**src/rtl/prio_intc_pkg.sv**
```systemverilog
package prio_intc_pkg;

  typedef enum logic [1:0] {
    TRIG_LEVEL = 2'd0,
    TRIG_RISE  = 2'd1,
    TRIG_FALL  = 2'd2,
    TRIG_RSVD  = 2'd3
  } trig_e;

  typedef struct packed {
    logic [1:0] rsvd_hi;
    trig_e      trig;
    logic       en;
    logic       rsvd_lo;
    logic [1:0] dest;
  } src_ctrl_t;

  localparam logic [1:0] DEST_FAST = 2'd1;

  localparam logic [7:0] A_IRQ_VEC = 8'h00;
  localparam logic [7:0] A_FIQ_VEC = 8'h04;
  localparam logic [7:0] A_GCTL0   = 8'h20;
  localparam logic [7:0] A_GCTL1   = 8'h24;
  localparam logic [7:0] A_CTRL    = 8'h40;
  localparam logic [7:0] A_STAT    = 8'h80;

  localparam int ROT_BIT  = 6;
  localparam int NONE_BIT = 7;

endpackage

```
**src/rtl/prio_intc_src.sv**
```systemverilog
module prio_intc_src
  import prio_intc_pkg::*;
(
  input  logic       clk_i,
  input  logic       rst_ni,
  input  logic       src_i,
  input  logic       wr_i,
  input  logic [7:0] wdata_i,
  input  logic       clr_i,
  output logic [7:0] ctrl_o,
  output logic       status_o,
  output logic       req_o,
  output logic       fast_o,
  output logic       edge_o,
  output logic       evt_o,
  output logic       pend_o
);

  src_ctrl_t ctrl_q;
  logic      prev_q;
  logic      pend_q;
  logic      pend_d;
  logic      is_edge;

  assign is_edge = (ctrl_q.trig == TRIG_RISE) || (ctrl_q.trig == TRIG_FALL);

  always_comb begin
    evt_o = 1'b0;
    if (ctrl_q.trig == TRIG_RISE) evt_o = src_i & ~prev_q;
    if (ctrl_q.trig == TRIG_FALL) evt_o = ~src_i & prev_q;
  end

  // a fresh event outranks a clear arriving in the same cycle
  always_comb begin
    if (!is_edge) pend_d = 1'b0;
    else          pend_d = (pend_q & ~clr_i) | evt_o;
  end

  always_ff @(posedge clk_i or negedge rst_ni) begin
    if (!rst_ni) begin
      ctrl_q <= '0;
      prev_q <= 1'b0;
      pend_q <= 1'b0;
    end else begin
      prev_q <= src_i;
      pend_q <= pend_d;
      if (wr_i) ctrl_q <= src_ctrl_t'(wdata_i);
    end
  end

  assign status_o = is_edge ? pend_q : (src_i & ctrl_q.en);
  assign req_o    = status_o & ctrl_q.en;
  assign fast_o   = (ctrl_q.dest == DEST_FAST);
  assign ctrl_o   = ctrl_q;
  assign edge_o   = is_edge;
  assign pend_o   = pend_q;

endmodule

```
**src/rtl/prio_intc_arb.sv**
```systemverilog
module prio_intc_arb #(
  parameter int N = 64,
  parameter int W = $clog2(N)
) (
  input  logic [N-1:0] req_i,
  input  logic         rot_i,
  input  logic [W-1:0] last_i,
  output logic         valid_o,
  output logic [W-1:0] idx_o
);

  logic [N-1:0] above;
  logic [N-1:0] pick;

  always_comb begin
    for (int i = 0; i < N; i++) above[i] = rot_i && (W'(i) > last_i);
    pick = ((req_i & above) != '0) ? (req_i & above) : req_i;
    idx_o = '0;
    for (int i = N - 1; i >= 0; i--) begin
      if (pick[i]) idx_o = W'(i);
    end
  end

  assign valid_o = |req_i;

endmodule

```
**src/rtl/prio_intc.sv**
```systemverilog
module prio_intc
  import prio_intc_pkg::*;
#(
  parameter int NUM_SRC = 64,
  localparam int ID_W = $clog2(NUM_SRC)
) (
  input  logic               clk_i,
  input  logic               rst_ni,
  input  logic [NUM_SRC-1:0] src_i,
  input  logic               bus_we_i,
  input  logic               bus_re_i,
  input  logic [7:0]         bus_addr_i,
  input  logic [3:0]         bus_be_i,
  input  logic [31:0]        bus_wdata_i,
  output logic [31:0]        bus_rdata_o,
  output logic               irq_o,
  output logic               fiq_o,
  output logic [ID_W-1:0]    irq_id_o,
  output logic [ID_W-1:0]    fiq_id_o
);

  localparam int NUM_DST = 2;

  logic [5:0]         wa;
  logic [31:0]        gctl0_q, gctl1_q;
  logic               rot_en;
  logic [7:0]         ctrl_all [NUM_SRC];
  logic [NUM_SRC-1:0] stat_all, req, fast, edge_m, evt, pend;
  logic [NUM_SRC-1:0] irq_req, fiq_req;
  logic [NUM_SRC-1:0] dst_req [NUM_DST];
  logic               arb_vld [NUM_DST];
  logic [ID_W-1:0]    arb_idx [NUM_DST];

  assign wa     = bus_addr_i[7:2];
  assign rot_en = gctl0_q[ROT_BIT];

  for (genvar g = 0; g < NUM_SRC; g++) begin : g_src
    localparam int WI = g / 4;
    localparam int LN = g % 4;
    localparam int SW = g / 32;
    localparam int SB = g % 32;
    logic wr_hit, clr_hit;
    assign wr_hit  = bus_we_i && bus_be_i[LN] && (wa == 6'((A_CTRL >> 2) + WI));
    assign clr_hit = bus_we_i && bus_be_i[SB / 8] && bus_wdata_i[SB]
                     && (wa == 6'((A_STAT >> 2) + SW));
    prio_intc_src u_src (
      .clk_i    (clk_i),
      .rst_ni   (rst_ni),
      .src_i    (src_i[g]),
      .wr_i     (wr_hit),
      .wdata_i  (bus_wdata_i[8*LN +: 8]),
      .clr_i    (clr_hit),
      .ctrl_o   (ctrl_all[g]),
      .status_o (stat_all[g]),
      .req_o    (req[g]),
      .fast_o   (fast[g]),
      .edge_o   (edge_m[g]),
      .evt_o    (evt[g]),
      .pend_o   (pend[g])
    );
  end

  assign irq_req    = req & ~fast;
  assign fiq_req    = req & fast;
  assign dst_req[0] = irq_req;
  assign dst_req[1] = fiq_req;

  for (genvar d = 0; d < NUM_DST; d++) begin : g_dst
    logic [ID_W-1:0] last_q;
    logic            grant;
    assign grant = rot_en && bus_re_i && (wa == 6'(d)) && arb_vld[d];
    always_ff @(posedge clk_i or negedge rst_ni) begin
      if (!rst_ni)    last_q <= '1;
      else if (grant) last_q <= arb_idx[d];
    end
    prio_intc_arb #(.N(NUM_SRC), .W(ID_W)) u_arb (
      .req_i   (dst_req[d]),
      .rot_i   (rot_en),
      .last_i  (last_q),
      .valid_o (arb_vld[d]),
      .idx_o   (arb_idx[d])
    );
  end

  always_ff @(posedge clk_i or negedge rst_ni) begin
    if (!rst_ni) begin
      gctl0_q <= '0;
      gctl1_q <= '0;
    end else if (bus_we_i) begin
      for (int b = 0; b < 4; b++) begin
        if (bus_be_i[b] && wa == 6'(A_GCTL0 >> 2)) gctl0_q[8*b +: 8] <= bus_wdata_i[8*b +: 8];
        if (bus_be_i[b] && wa == 6'(A_GCTL1 >> 2)) gctl1_q[8*b +: 8] <= bus_wdata_i[8*b +: 8];
      end
    end
  end

  always_comb begin
    bus_rdata_o = '0;
    if (wa == 6'(A_IRQ_VEC >> 2) || wa == 6'(A_FIQ_VEC >> 2)) begin
      bus_rdata_o[ID_W-1:0] = arb_idx[wa[0]];
      bus_rdata_o[NONE_BIT] = ~arb_vld[wa[0]];
    end else if (wa == 6'(A_GCTL0 >> 2)) begin
      bus_rdata_o = gctl0_q;
    end else if (wa == 6'(A_GCTL1 >> 2)) begin
      bus_rdata_o = gctl1_q;
    end else if (wa[5:4] == 2'b01) begin
      for (int b = 0; b < 4; b++) begin
        if (int'(wa[3:0]) * 4 + b < NUM_SRC)
          bus_rdata_o[8*b +: 8] = ctrl_all[int'(wa[3:0]) * 4 + b];
      end
    end else if (wa[5:1] == 5'b10000) begin
      if (32 * int'(wa[0]) < NUM_SRC) bus_rdata_o = stat_all[32*wa[0] +: 32];
    end
  end

  assign irq_o    = arb_vld[0];
  assign fiq_o    = arb_vld[1];
  assign irq_id_o = arb_idx[0];
  assign fiq_id_o = arb_idx[1];

endmodule

```
**config.mk**
```make
export PLATFORM = sky130hd
export DESIGN_NAME = prio_intc
export DESIGN_NICKNAME = d
export VERILOG_FILES = /design/src/rtl/prio_intc_pkg.sv /design/src/rtl/prio_intc_src.sv /design/src/rtl/prio_intc_arb.sv /design/src/rtl/prio_intc.sv
export SDC_FILE = /design/constraint.sdc
export NUM_CORES = 2
export LEC_CHECK = 0
export BUFFER_PORTS_ARGS = -buffer_cell sky130_fd_sc_hd__clkbuf_2
export CAP_MARGIN = 30
export CORE_MARGIN = 8
export CORE_UTILIZATION = 38
export DETAILED_ROUTE_END_ITERATION = 6
export PLACE_DENSITY = 0.51
export SYNTH_ARGS = -nofsm -noshare
export SYNTH_HDL_FRONTEND = slang
export SYNTH_SLANG_ARGS = --single-unit
```
**constraint.sdc**
```tcl
create_clock -name clk_i -period 6.8 [get_ports clk_i]
set_input_delay 0.34 -clock clk_i [delete_from_list [all_inputs] [get_ports clk_i]]
set_output_delay 0.34 -clock clk_i [all_outputs]
set_load 0.05 [all_outputs]
```
## Word-level counts from Yosys, hierarchy flattened

Cells that the tools add are included.

- Output and inout port bits: 46
- Bits of input ports: 112
- Register bits: 716
- Word-level logic and storage cells: 2202

- Add/subtract/negate cells: 3
- Bitwise logic cells: 587
- Mux-type cells: 417
- Magnitude comparators: 138
- Equal/unequal tests: 215
- Shifts and indexed selects: 1
- Reductions and logical operators: 383

Operators with widths:

| cell | number |
|---|---|
| 2-to-1 mux 6 bit | 132 |
| greater-than comparator 6 bit (first input constant) | 64 |
| bitwise AND 1 bit | 320 |
| logical AND 1 bit | 305 |
| 2-to-1 mux 1 bit | 261 |
| == test 2 x 1 -> 1 bit (second input constant) | 129 |
| bitwise AND 64 bit | 4 |
| inverter 1 bit | 193 |
| binary-select mux 8 bit (select 6 bit) | 4 |
| greater-than comparator 5 x 6 -> 1 bit (first input constant) | 32 |
| 2-to-1 mux 32 bit | 5 |
| == test 2 bit (second input constant) | 64 |
| greater-or-equal comparator 32 x 7 -> 1 bit (second input constant) | 4 |
| 2-to-1 mux 64 bit | 2 |
| nonzero test 64 bit | 2 |
| OR reduction 64 bit | 2 |
| == test 6 x 5 -> 1 bit (second input constant) | 16 |
| greater-than comparator 4 x 6 -> 1 bit (first input constant) | 16 |
| < comparator 32 x 8 -> 1 bit (second input constant) | 3 |
| 2-to-1 mux 8 bit | 12 |
| inverter 7 -> 32 bit | 3 |
| logical OR 1 bit | 65 |
| inverter 64 bit | 1 |
| bitwise OR 1 bit | 64 |
| other kinds (17) | 41 |

## Logic depth before layout (Yosys ltp)

- Depth in word-level cells: 76
- Mapped depth: 21

## Hierarchy

A second synthesis with hierarchy kept.

- Cells, all modules: 4392
- Area total of the unflattened synthesis: 46679.8 µm²

Modules (own cells, without submodules):

| module | instances | sequential area each (µm²) | area each (µm²) | cells an instance |
|---|---|---|---|---|
| prio_intc_src | 64 | 250.2 | 469.2 | 36 |
| prio_intc | 1 | 1916.8 | 9867.0 | 1002 |
| prio_intc_arb at g_dst[0].u_arb | 1 | 0.0 | 3447.1 | 548 |
| prio_intc_arb at g_dst[1].u_arb | 1 | 0.0 | 3337.0 | 538 |

## Worst setup path before layout

OpenSTA, ideal clock, no wires.

- Path type: reg2out
- Start: reg g_src[29].u_src.ctrl_q (netlist bit g_src[29].u_src.ctrl_o[4])
- End: out bus_rdata_o[5]
- Setup slack: 0.371 ns
- Data arrival time: 6.089 ns
- Data required time: 6.460 ns
- Cell stages (with the launch flop): 19
- Cell sequence: dfrtp_1 inv_1 ha_1 mux2_4 and4b_4 nand3_2 nand4_1 or4b_4 or4_4 buf_6 nor2_2 buf_2 buf_2 a211o_1 nand4b_1 nor2_1 nor4_1 mux2i_1 a21oi_1

- Longest elaborated chain between the ends: 76

RTL lines:

| what | RTL line | text |
|---|---|---|
| start, declared | prio_intc_src.sv:19 | `src_ctrl_t ctrl_q;` |
| start signal, assigned | prio_intc_src.sv:47 | `if (wr_i) ctrl_q <= src_ctrl_t'(wdata_i);` |
| == test 2 x 1 -> 1 bit or == test 2 bit (tied branches) | prio_intc_src.sv:25 | `assign is_edge = (ctrl_q.trig == TRIG_RISE) \|\| (ctrl_q.trig == TRIG_FALL);` |
| logical OR 1 bit * | prio_intc_src.sv:25 |  |
| 2-to-1 mux 1 bit * | prio_intc_src.sv:51 | `assign status_o = is_edge ? pend_q : (src_i & ctrl_q.en);` |
| bitwise AND 1 bit * | prio_intc_src.sv:52 | `assign req_o = status_o & ctrl_q.en;` |
| bitwise AND 64 bit * | prio_intc.sv:64 | `assign fiq_req = req & fast;` |
| bitwise AND 64 bit | prio_intc_arb.sv:17 | `pick = ((req_i & above) != '0) ? (req_i & above) : req_i;` |
| nonzero test 64 bit | prio_intc_arb.sv:17 |  |
| 2-to-1 mux 64 bit * | prio_intc_arb.sv:17 |  |
| 2-to-1 mux 6 bit (63 in a row) | prio_intc_arb.sv:20 | `if (pick[i]) idx_o = W'(i);` |
| 2-to-1 mux 6 bit * | prio_intc_arb.sv:20 |  |
| via fiq_id_o[5] | prio_intc.sv:19 | `output logic [ID_W-1:0] fiq_id_o` |
| 2-to-1 mux 6 bit (implied by the code) * (3 in a row) | prio_intc.sv:100 | `bus_rdata_o[ID_W-1:0] = arb_idx[wa[0]];` |
| 2-to-1 mux 6 bit * | prio_intc.sv:99 | `if (wa == 6'(A_IRQ_VEC >> 2) \|\| wa == 6'(A_FIQ_VEC >> 2)) begin` |
| end, declared | prio_intc.sv:15 | `output logic [31:0] bus_rdata_o,` |

The timed path passes the listed nets; every way through them passes the cells marked *. The select of a mux whose other input is x is not followed.

## Worst setup path in the final report

- Start: reg gctl0_q[6]
- End: out bus_rdata_o[2]

- Longest elaborated chain between the ends: 72

RTL lines:

| what | RTL line | text |
|---|---|---|
| start, declared | prio_intc.sv:25 | `logic [31:0] gctl0_q, gctl1_q;` |
| start signal, assigned by index | prio_intc.sv:91 | `if (bus_be_i[b] && wa == 6'(A_GCTL0 >> 2)) gctl0_q[8*b +: 8] <= bus_wdata_i[8*b +: 8];` |
| logical AND 1 bit | prio_intc_arb.sv:16 | `for (int i = 0; i < N; i++) above[i] = rot_i && (W'(i) > last_i);` |
| bitwise AND 64 bit | prio_intc_arb.sv:17 |  |
| nonzero test 64 bit | prio_intc_arb.sv:17 |  |
| 2-to-1 mux 64 bit | prio_intc_arb.sv:17 |  |
| 2-to-1 mux 6 bit (64 in a row) | prio_intc_arb.sv:20 |  |
| 2-to-1 mux 6 bit (implied by the code) * (3 in a row) | prio_intc.sv:100 |  |
| 2-to-1 mux 6 bit * | prio_intc.sv:99 |  |

Mark *: on every way between the ends. The rest lies on a longest branch, timed or not. The select of a mux whose other input is x is not followed.

==> flow_metrics.py <==
metrics = {
    "critical_path": {
        "cp-start-kind": "register",
        "slowest_stage": "o311ai_0",
        "cp_cell_sequence": "nor2b_2 -> buf_4 -> a21oi_2 -> o22ai_1 -> o21ai_0 -> or4b_4 -> or4_4 -> buf_4 -> o221ai_1 -> a22oi_1 -> and2_1 -> nor3b_1 -> o311ai_0 -> buf_4 -> nand3_1 -> o211a_1 -> clkbuf_2",
        "critical_path_cell_count": 17,
        "crit_type": "reg2out",
        "cpMostUsedCell": "buf_4",
        "rr_worst_depth": 17,
        "crit_fanout": 18,
        "worstReg2RegEnd": "g_dst[1].last_q[2]",
        "critPathTopFamily": "compound AO/OA/AOI/OAI gates",
        "max_stage_delay_ps": 730,
        "crit_start": "gctl0_q[6]",
        "critPathBufInv": 4,
        "cp_data_required_time_ps": 6460,
        "crit_end": "bus_rdata_o[2]",
        "worstReg2RegStart": "gctl0_q[6]",
        "rrSetupSlack_ps": 1010,
        "crit_path_end_kind": "output port",
        "worst-endpoint-arrival_ps": 6400,
    },
    "floorplan": {
        "die-height_um": 354,
        "die_area_um2": 125000,
        "core_area_um2": 114000,
        "design.portCount": 158,
        "rows": 124,
        "initial_core_util_pct": 38.1,
        "die_w_um": 354,
    },
    "logic_synthesis": {
        "synthCells": 4108,
        "synthMuxAreaShare_pct": 23.9,
        "synth_seq_area_share_pct": 41.4,
        "yosysTopAreaCell": "dfrtp_1",
        "synth_top_family_by_area": "multiplexers",
        "synth_ff_type": "dfrtp_1",
        "syn_area_um2": 43300,
        "ys_warn_count": 0,
        "syn_nets": 4348,
        "synthArstFlopShare_pct": 100,
        "synth_seq_cells": 716,
        "synth_edf_count": 0,
        "avgSynthCellArea_um2": 10.5,
        "yosys.area_share.simple_pct": 16.0,
        "netlist.area_leader.share_pct": 40.7,
        "synth_xor_area_share_pct": 0,
        "synth_compound_area_share_pct": 11.7,
        "yosys-top-cells-area": "dfrtp_1, mux2_2, mux4_2",
        "synth_fa_ha_area_share_pct": 3.70,
        "ys_types": 94,
    },
    "sta": {
        "tightest_slew_ps": 1120,
        "max_freq_mhz": 148,
        "setup_viol": 0,
        "clock_skew_ps": 36.4,
        "finalMaxSlewViolations": 0,
        "slew_headroom_pct": 25.2,
        "hold_viol_final": 0,
        "post-route-period-util_pct": 99.1,
        "final.setup.worst_slack_ps": 64.1,
        "whs_ps": 208,
        "period_needed_ps": 6740,
    },
    "final_layout": {
        "drive_above_1_share_pct": 29.5,
        "final_cell_mix": "dfrtp_1, mux2_2, nand2_1",
        "final_common_cell": "dfrtp_1",
        "areaGrowthSynthToFinish_pct": 16.7,
        "final_cell_area_um2": 50500,
        "nets": 4665,
        "final_util_pct": 44.4,
    },
    "clock_network": {
        "ctsLongestPathBuffers": 3,
        "root_buffer": "clkbuf_16",
        "htreeDepth": 3,
        "clkLatencyLatePin_ps": 690,
        "cts_inserted_buffers": 86,
        "cts_tree": "done",
        "cts.sinks": 716,
        "clkTransAtPathRegs_ps": 60,
    },
    "pwr": {
        "power_mw": 12.0,
        "peakVddDrop_mv": 0.211,
        "p_per_area_nw_per_um2": 237,
        "p_leak_nw": 22.4,
    },
    "grt": {
        "grt_pass1_wl_mm": 270,
        "grt_pass1_vias": 35700,
        "track_usage_pct": 29.6,
        "overflow": 0,
        "grt_max_degree": 171,
        "antenna_found_initial": 9,
    },
    "detailed_routing": {
        "drc": 0,
        "wl_mm": 190,
        "via_per_inst": 6.11,
        "first_pass_iters": 5,
        "wl_per_cell_um": 31.7,
        "drt_iter0_drc": 3607,
        "via_count": 36700,
        "ant_nets": 0,
    },
    "place": {
        "dpl_cell_area_um2": 46700,
        "dp_hpwl_mm": 146,
        "finalWeightedCongestion": 1.10,
        "io_buffers": 155,
        "pre_cts_ws_ps": 643,
    },
    "run_status": {
        "status": "finished clean",
    },
    "job": {
        "drv_cap": 0,
    },
    "hold_path": {
        "hold_path_class": "in2reg",
    },
}
[synth_stat cells, types with 125 or more instances]
master    number
nor2_1       231
inv_1        161
o21ai_0      237
mux4_2       160
dfrtp_1      704
a21oi_1      271
ha_1         128
nand2_1      399
clkbuf_1     128
nand3_1      174
mux2_2       585
nand2b_1     125
[worst min-delay path, stage by stage]
cell and delay [ps]:
clkbuf_2 290, nand2_1 120, o21ai_0 70
[state kept, by name, summed over array words and instances (netlist names)]
register and cells:
g_src.u_src.ctrl_o 512, g_dst.last_q 12, g_src.u_src.pend_o 64, gctl0_q 32, g_src.u_src.prev_q 64, gctl1_q 32
[metal layers]
| metal | track usage (%) | vias up | wire length [um] |
|---|---|---|---|
| met5 | 0 | - | 27 |
| met4 | 16.2 | 4 | 12200 |
| met3 | 6.32 | 384 | 15100 |
| met2 | 44.5 | 1530 | 83500 |
| met1 | 39.7 | 18900 | 79800 |
| li1 | - | 15900 | - |
[worst min path at each step]
stage	end	depth (start not counted)	startpoint
2_1_floorplan	g_src[0].u_src.ctrl_o[0]	0	rst_ni
3_3_place_gp	g_src[43].u_src.ctrl_o[7]	1	rst_ni
3_5_place_dp	g_src[47].u_src.ctrl_o[7]	1	rst_ni
4_1_cts	g_src[12].u_src.ctrl_o[4]	3	bus_wdata_i[4]
5_1_grt	g_src[45].u_src.ctrl_o[5]	3	bus_wdata_i[13]
6_report	g_src[13].u_src.ctrl_o[5]	3	bus_wdata_i[13]
[through the flow]
step | setup TNS (ps) | instances
finish | 0 | 6003
global route | -1.23 | 5998
CTS | 0 | 5972
detailed placement | 0 | 5755
global placement | 0 | 5738
floorplan | 0 | 4108
[cell families (layout without fill, tap and decap cells)]
family | Yosys count | count (layout)
AND/OR/NAND/NOR | 1313 | 1313
AO/OA/AOI/OAI | 830 | 830
multiplexers | 761 | 761
flip-flops | 716 | 716
buffers and inverters | 360 | 738
adder cells (fa/ha/maj) | 128 | 128
other | 0 | 5
[timing repair]
item	in CTS	in global routing
pin swaps	1	4
endpoints found under the setup margin	3	7
gates cloned	0	0
endpoints found under the hold margin	150	0
hold buffers	65	0
buffers inserted	3	26
gates resized for setup	6	29
[final cells by class]
| type | instances | area (um2) |
|---|---|---|
| antenna | 5 | 12.5 |
| fill | 10900 | 63200 |
| clock buffer | 117 | 2410 |
| multi-input combinational | 3032 | 24100 |
| timing repair buffer | 426 | 3240 |
| sequential | 716 | 18000 |
| inverter | 163 | 612 |
| clock inverter | 32 | 295 |
| tap | 1512 | 1890 |
[where the power goes]
part | switching [mW] | leakage [nW] | internal, mW
sequential | 0.283 | 9.39 | 4.59
combinational | 1.55 | 11.6 | 1.02
clock | 1.88 | 1.34 | 2.63
(Power assumes the default switching activity.)
